===== config.mk =====
export PLATFORM = sky130hd
export DESIGN_NAME = ram_multi_if
export DESIGN_NICKNAME = d
export VERILOG_FILES = /design/src/rtl/ram_multi_if_pkg.sv /design/src/rtl/ram_wr_ctrl.sv /design/src/rtl/ram_array.sv /design/src/rtl/ram_rd_path.sv /design/src/rtl/ram_multi_if.sv
export SDC_FILE = /design/constraint.sdc
export NUM_CORES = 1
export LEC_CHECK = 0
export BUFFER_PORTS_ARGS = -buffer_cell sky130_fd_sc_hd__buf_4
export CAP_MARGIN = 10
export CORE_MARGIN = 5
export CORE_UTILIZATION = 40
export CTS_CLUSTER_DIAMETER = 120
export CTS_CLUSTER_SIZE = 20
export DETAILED_ROUTE_END_ITERATION = 7
export GPL_TIMING_DRIVEN = 0
export MAX_ROUTING_LAYER = met4
export PLACE_DENSITY = 0.58
export SLEW_MARGIN = 25
export SYNTH_ARGS = -nofsm -noshare
export SYNTH_HDL_FRONTEND = slang
export SYNTH_HIERARCHICAL = 1
export SYNTH_SLANG_ARGS = --single-unit

===== constraint.sdc =====
create_clock -name clk_i -period 1.74 [get_ports clk_i]
set_input_delay 0.261 -clock clk_i [delete_from_list [all_inputs] [get_ports clk_i]]
set_output_delay 0.261 -clock clk_i [all_outputs]
set_load 0.02 [all_outputs]

===== src/rtl/ram_multi_if_pkg.sv =====
package ram_multi_if_pkg;
  typedef enum logic {
    IF_SHARED = 1'b0,
    IF_SPLIT  = 1'b1
  } if_mode_e;
endpackage


===== src/rtl/ram_wr_ctrl.sv =====
module ram_wr_ctrl
  import ram_multi_if_pkg::*;
#(
  parameter if_mode_e MODE = IF_SHARED
) (
  input  logic sel_i,
  input  logic load_i,
  input  logic store_i,
  input  logic clear_i,
  output logic we_o
);
  localparam logic SPLIT = (MODE == IF_SPLIT);

  // shared mode: load low means store; split mode: dedicated strobe
  always_comb begin
    we_o = sel_i & ~clear_i & (SPLIT ? store_i : ~load_i);
  end
endmodule


===== src/rtl/ram_array.sv =====
module ram_array #(
  parameter int unsigned AW = 4,
  parameter int unsigned DW = 8
) (
  input  logic          clk_i,
  input  logic          rst_ni,
  input  logic          clear_i,
  input  logic          we_i,
  input  logic [AW-1:0] addr_i,
  input  logic [DW-1:0] wdata_i,
  output logic [DW-1:0] rword_o
);
  localparam int unsigned DEPTH = 1 << AW;

  logic [DW-1:0] mem_q [DEPTH];

  always_ff @(posedge clk_i or negedge rst_ni) begin
    if (!rst_ni) begin
      for (int i = 0; i < DEPTH; i++) mem_q[i] <= '0;
    end else if (clear_i) begin
      for (int i = 0; i < DEPTH; i++) mem_q[i] <= '0;
    end else if (we_i) begin
      mem_q[addr_i] <= wdata_i;
    end
  end

  assign rword_o = mem_q[addr_i];
endmodule


===== src/rtl/ram_rd_path.sv =====
module ram_rd_path #(
  parameter int unsigned DW = 8
) (
  input  logic          sel_i,
  input  logic          load_i,
  input  logic          clear_i,
  input  logic [DW-1:0] rword_i,
  output logic          oe_o,
  output logic [DW-1:0] rdata_o
);
  always_comb begin
    oe_o    = sel_i & load_i;
    rdata_o = (oe_o && !clear_i) ? rword_i : '0;
  end
endmodule


===== src/rtl/ram_multi_if.sv =====
module ram_multi_if
  import ram_multi_if_pkg::*;
#(
  parameter int unsigned AW   = 4,
  parameter int unsigned DW   = 8,
  parameter if_mode_e    MODE = IF_SHARED
) (
  input  logic          clk_i,
  input  logic          rst_ni,
  input  logic [AW-1:0] addr_i,
  input  logic          sel_i,
  input  logic          load_i,
  input  logic          store_i,
  input  logic          clear_i,
  input  logic [DW-1:0] wdata_i,
  output logic [DW-1:0] rdata_o,
  output logic          oe_o
);
  logic          we;
  logic [DW-1:0] rword;

  ram_wr_ctrl #(.MODE(MODE)) u_wr_ctrl (
    .sel_i   (sel_i),
    .load_i  (load_i),
    .store_i (store_i),
    .clear_i (clear_i),
    .we_o    (we)
  );

  ram_array #(.AW(AW), .DW(DW)) u_array (
    .clk_i   (clk_i),
    .rst_ni  (rst_ni),
    .clear_i (clear_i),
    .we_i    (we),
    .addr_i  (addr_i),
    .wdata_i (wdata_i),
    .rword_o (rword)
  );

  ram_rd_path #(.DW(DW)) u_rd_path (
    .sel_i   (sel_i),
    .load_i  (load_i),
    .clear_i (clear_i),
    .rword_i (rword),
    .oe_o    (oe_o),
    .rdata_o (rdata_o)
  );
endmodule


==> results.md, run 1 <==
- Status: finished, violations left
- Failing checks: setup timing
- FP Rows: 47
- Met2 usage: 37.0%
- Grt peak-use layer: met2
- Skew-Pair Late Insertion Delay: 420 ps
- Setup crit end kind: primary output
- Initial antenna violation count: 2
- All-Layer GR Usage: 24.9%
- Most common cell after layout, fill and taps aside: nand3_1
- CP Cell Sequence: mux4_4, a22oi_2, nand2_1, and4b_2, buf_6
- Post-synthesis cell area: 6740 um^2
- Cell variety after synth: 29
- Chip height: 140 um
- Hold path startpoint: wdata_i[7]
- Util after Layout: 47.2%
- Synth area leader: dfrtp_1
- Met3 Use GR: 6.83%
- Max Freq: 425 MHz
- Most frequent cells in the layout: 129 x nand3_1, 128 x o21ai_0, 128 x a21oi_1, 128 x dfrtp_1, 61 x clkbuf_1
- CTS buffer count: 17
- Cells after DPL: 933
- Req. time, crit path: 1480 ps
- Final period util: 135%
- Largest Register: u_array/mem_q
- Post-synth top area share: 47.5%
- Headroom to the max-slew limit: 41.8%
- Share of cells above drive strength 1: 17.5%
- Final GP Congestion: 0.956
- Initial Util: 40.7%
- Die Area: 19,500 um^2
- Clock share of power: 51.6%
- Yosys warnings: 6
- IO Pins: 27
- Global-route wire length before repair: 35,900 um
- Routed WL: 23,500 um
- Psw: 1.89 mW
- DP HPWL: 16,100 um
- Type of origin of the critical path: register
- Synthesized area per cell: 9.70 um^2
- Seq cells post-synth: 128
- Minimum clock period: 2350 ps
- Port Buffers: 17
- Sequential share of the synthesized area: 47.5%
- Reg2reg path depth: 2
- Clock sinks: 128
- Comb power frac: 8.1%
- Crit-path max FO: 2
- Clock skew: 0 ps
- CP max stage delay: 640 ps
- Worst Hold Class: in -> reg
- Htree depth: 4
- Slew at the pin with the worst max-slew slack: 873 ps
- Final cell count without fillers: 969
- Worst-path clk slew: 60 ps
- WHS Path Cells: 3
- Largest net degree at the start of global routing: 86
- Area growth, synth to finish: 16.1%
- Grt ovf: 0
- Final ANT Viol Nets: 0
- DRC viols: 0
- Cell area power density: 949 nW/um^2
- Initial detailed-routing violation count: 739
- Pleak: 3.10 nW
- Pint: 5.55 mW
- Post-DP Area: 7150 um^2
- Initial DRT Pass Iterations: 7
- Syn Inst Count: 695
- Count of pins over their slew limit: 0
- Root buffer cell: clkbuf_16
- Worst reg2reg path endpoint: u_array/mem_q[124]
- CTS tree: done
- Syn nets: 713
- CP Data Arrival Time: 2090 ps
- Pwr Total: 7.43 mW
- Hold EP: u_array/mem_q[39]
- Registers with the most flip-flops: u_array/mem_q (128)
- Max reg flops: 128
- Via density per instance: 6.31
- Seq pwr share: 40.3%
- CP max-delay cell: mux4_4
- MaxCap Viol Count: 0
- Via count: 6,117
- Switching Share: 25.4%
- FF-to-FF Start: u_array/mem_q[124]
- TNS Setup: -4200 ps
- Clock tree buffer depth: 2
- Synth area leaders: dfrtp_1 48%, nand3_1 9.6%, a21oi_1 9.5%
- RSZ-0062 raised after global routing: yes
- Core ar.: 16,600 um^2
- Reg2reg setup slack: 1000 ps
- Final WS setup: -614 ps
- Worst setup path category: reg -> out
- Peak VDD IR: 0.000679 V
- Final hold vios: 0
- Die Wd: 140 um
- Met1 Use GR: 33.6%
- Number of global-route vias before repair: 5,869
- WL/cell: 24.2 um
- Final setup vio count: 8
- Design Area, Final: 7830 um^2
- # nets final: 752
-- per-stage QoR --
stage	worst slack, ps	hold slack, ps
2_1_floorplan	-5.87	-34.6
3_3_place_gp	-499	523
3_5_place_dp	-563	175
4_1_cts	-617	226
5_1_grt	-644	254
6_report	-614	253
-- power by group through the flow --
stage / registers, mW / clock network (mW) / logic (mW)
2_1_floorplan: 3.05 / 0 / 0.307
3_3_place_gp: 3.05 / 0 / 0.564
3_5_place_dp: 3.05 / 0 / 0.584
4_1_cts: 2.99 / 3.88 / 0.592
5_1_grt: 2.99 / 4.02 / 0.637
6_report: 3.00 / 3.83 / 0.603
-- worst max path at each step --
stage | startpoint | endpoint
floorplan | addr_i[0] | rdata_o[6]
global placement | addr_i[1] | rdata_o[4]
detailed placement | addr_i[1] | rdata_o[4]
CTS | u_array/mem_q[127] | rdata_o[7]
global route | u_array/mem_q[127] | rdata_o[7]
finish | u_array/mem_q[127] | rdata_o[7]
-- cells by family (layout without fill, tap and decap cells) --
group	after synthesis	count (layout)	share of synthesized area [%]
DFF	128	128	47.5
other	0	2	0
and+or+nand+nor	166	166	13.4
AOI/OAI and AO/OA	272	272	20.8
muxes	32	32	11.7
buffers and inverters	97	149	6.55
-- area by class of cell --
class / count / area, um^2
antenna: 2 / 5.00
tap: 220 / 275
multi-input combinational: 470 / 3050
fill: 1593 / 8760
clock inverter: 15 / 209
buffer: 97 / 462
sequential: 128 / 3200
timing repair buffer: 20 / 199
clock buffer: 17 / 425
-- cell usage after synthesis --
library cell / n
and2_1: 2
a22oi_1: 16
buf_1: 1
buf_8: 1
or2_2: 1
buf_6: 1
mux4_1: 18
or2b_1: 1
nand3b_1: 2
or3b_2: 1
and3b_1: 2
buf_12: 1
buf_2: 31
nor3b_2: 2
and3_1: 1
o21ai_0: 128
nand2_1: 9
and2_2: 1
mux4_4: 1
nand3_1: 129
and4b_1: 8
buf_4: 1
nor2_1: 2
dfrtp_1: 128
a21oi_1: 128
clkbuf_1: 61
mux4_2: 13
nor2b_1: 4
nand2b_1: 1
-- layer usage --
layer | routed length, um | up-vias | part of all wire (%)
met1 | 9580 | 3077 | 41
met3 | 2450 | 39 | 10
met4 | 565 | 0 | 2.4
li1 | - | 2650 | -
met5 | 0 | - | 0
met2 | 10900 | 351 | 46
-- what timing repair did --
| action | 4_1_cts | 5_1_grt |
|---|---|---|
| endpoints found under the hold margin | 43 | 0 |
| hold buffers | 1 | 0 |
| pin swaps | 7 | 1 |
| buffers inserted | 0 | 1 |
| gates resized for setup | 10 | 0 |
| endpoints found under the setup margin | 12 | 22 |
-- worst max-delay path: cells and delay by family (launching register included) --
kind,cells,cell delay [ps]
muxes,1,640
DFF,1,380
and+or+nand+nor,2,320
AOI/OAI and AO/OA,1,190
buffers and inverters,1,130
Power figures use the tool's default switching activity.
==> run 2: changes to the inputs <==
--- a/config.mk
+++ b/config.mk
@@ -12,9 +12,8 @@
 export CTS_CLUSTER_DIAMETER = 120
 export CTS_CLUSTER_SIZE = 20
 export DETAILED_ROUTE_END_ITERATION = 7
-export GPL_TIMING_DRIVEN = 0
-export MAX_ROUTING_LAYER = met4
 export PLACE_DENSITY = 0.58
+export RECOVER_POWER = 100
 export SLEW_MARGIN = 25
 export SYNTH_ARGS = -nofsm -noshare
 export SYNTH_HDL_FRONTEND = slang
==> run 2 against run 1 <==
- the run still ends with setup timing left
- total power decreased by 4.6%
- worst hold slack got worse by 54 ps
- sequential cell count unchanged
==> results.md, run 2 (synthesis gave the netlist of run 1 again) <==
- Peak VDD IR: 0.000616 V (-9.2%)
- Registers with the most flip-flops: u_array/mem_q (128)
- FF-to-FF Start: u_array/mem_q[41]
- Hold path startpoint: wdata_i[4]
- Count of pins over their slew limit: 0 (unchanged)
- Grt ovf: 0 (unchanged)
- Post-CTS setup buffers: 0 (unchanged)
- Comb power frac: 8.2% (about the same)
- Port Buffers: 25 (+8)
- Worst setup startpoint: u_array/mem_q[103]
- Crit-path max FO: 2 (unchanged)
- Number of global-route vias before repair: 5,884 (+0.26%)
- Final WS setup: -639 ps (-25.5 ps)
- Pint: 5.39 mW (-2.7%)
- Initial DRT Pass Iterations: 5 (-2)
- Largest net degree at the start of global routing: 62 (-28%)
- Seq pwr share: 42.3% (+2.0 points)
- Final ANT Viol Nets: 0 (unchanged)
- Global-route wire length before repair: 33,700 um (-6.0%)
- RSZ-0062 raised after global routing: yes
- Setup crit end kind: primary output
- Design Area, Final: 7800 um^2 (-0.37%)
- Routed WL: 20,900 um (-11%)
- Max reg flops: 128 (unchanged)
- Switching Share: 23.9% (-1.5 points)
- Final GP Congestion: 0.818 (-14%)
- Die Wd: 140 um (unchanged)
- Util after Layout: 47.0% (-0.17 points)
- Pleak: 3.12 nW (+0.95%)
- Psw: 1.69 mW (-10%)
- MaxCap Viol Count: 0 (unchanged)
- FP Rows: 47 (unchanged)
- Die Area: 19,500 um^2 (unchanged)
- Antenna Cells: 0 (-2)
- Clock tree buffer depth: 2 (unchanged)
- Most common cell after layout, fill and taps aside: nand3_1
- Headroom to the max-slew limit: 38.2% (-3.6 points)
- Root buffer cell: clkbuf_16
- Via count: 5,821 (-4.8%)
- Slew at the pin with the worst max-slew slack: 925 ps (+52.1 ps)
- Worst-path clk slew: 60 ps (about the same)
- Htree depth: 4 (unchanged)
- Clock sinks: 128 (unchanged)
- Most frequent cells in the layout: 129 x nand3_1, 128 x o21ai_0, 128 x a21oi_1, 128 x dfrtp_1, 54 x buf_4
- Chip height: 140 um (unchanged)
- IO Pins: 27 (unchanged)
- Minimum clock period: 2380 ps (+25.5 ps)
- Clock share of power: 49.5% (-2.1 points)
- Failing checks: setup timing
- Via density per instance: 6.27 (-0.74%)
- CTS buffer count: 17 (unchanged)
- Initial Util: 40.7% (unchanged)
- Clock skew: 0 ps (unchanged)
- Type of origin of the critical path: register
- Core ar.: 16,600 um^2 (unchanged)
- Final period util: 137% (+1.5 points)
- Post-DP Area: 7270 um^2 (+1.7%)
- Initial detailed-routing violation count: 706 (-4.5%)
- WL/cell: 22.5 um (-7.3%)
- Req. time, crit path: 1480 ps (about the same)
- DRC viols: 0 (unchanged)
- Worst Hold Class: in -> reg
- Initial antenna violation count: 0 (-2)
- Final setup vio count: 8 (unchanged)
- Final hold vios: 0 (unchanged)
- All-Layer GR Usage: 21.9% (-3.0 points)
- Largest Register: u_array/mem_q
- # fillers: 1,565 (-1.8%)
- Area growth, synth to finish: 15.7%
- Max Freq: 420 MHz (-1.1%)
- DP HPWL: 12,600 um (-21%)
- Status: finished, violations left
- Cell area power density: 909 nW/um^2 (-4.3%)
- Skew-Pair Late Insertion Delay: 410 ps (about the same)
- # nets final: 715 (-4.9%)
- Worst setup path category: reg -> out
- CTS tree: done
- Share of cells above drive strength 1: 21.7% (+4.2 points)
- CP Data Arrival Time: 2120 ps (+30 ps)
==> run 2: final cells by class <==
cell class	instances	area, um^2	share of cell area [%]
Sequential cell	128	3200	41.1
Multi-Input combinational cell	470	3060	39.3
Timing Repair Buffer	80	681	8.73
Clock buffer	25	495	6.35
Tap cell	220	275	3.53
Clock inverter	6	80.1	1.03
==> run 2: routing by layer <==
metal  wire (um)  GRT usage [%]  up-vias
li1            -              -     2553
met1        8920           30.0     2989
met2       10100           34.1      260
met3        1600           6.17       19
met4         211           6.22        0
met5           0              0        -
==> run 2: timing repair <==
action,in CTS,in global routing
hold buffers,1,0
setup endpoints to repair,8,8
pin swaps,5,0
hold endpoints to repair,24,0
gates resized for setup,11,1
==> run 2: path summary, 6_finish.rpt <==
check | to | slack (ps) | cells past startpoint
worst max register to register | u_array/mem_q[41] | 1020 | 2
min in group asynchronous | u_array/mem_q[28] | 450 | 2
worst min-delay path | u_array/mem_q[44] | 200 | 3
worst max-delay path | rdata_o[7] | -640 | 5
worst min register to register | u_array/mem_q[78] | 540 | 2
max in group asynchronous | u_array/mem_q[126] | 180 | 3
==> run 2: stage by stage <==
step	power (mW)	hold slack, ps	setup TNS, ps	setup WS, ps	cells
6_report	7.09	199	-4510	-639	929
5_1_grt	7.34	192	-9560	-708	929
4_1_cts	7.14	183	-4600	-654	929
3_5_place_dp	3.64	229	-9550	-616	897
3_3_place_gp	3.63	223	-7780	-566	897
2_1_floorplan	3.35	-34.6	-5.87	-5.87	695
==> run 2: critical path, cell delays in order (launching register included) <==
cell,delay (ps)
dfrtp_1,370
mux4_4,610
a22oi_2,270
nand2_1,90
and4b_2,230
buf_6,130
==> run 2: power groups by stage <==
stage / Sequential (mW) / Combinational (mW) / Clock (mW)
after detailed placement: 3.05 / 0.595 / 0
after global routing: 3.00 / 0.630 / 3.71
after CTS: 3.00 / 0.601 / 3.55
final: 3.00 / 0.584 / 3.51
after global placement: 3.05 / 0.583 / 0
after floorplan: 3.05 / 0.307 / 0
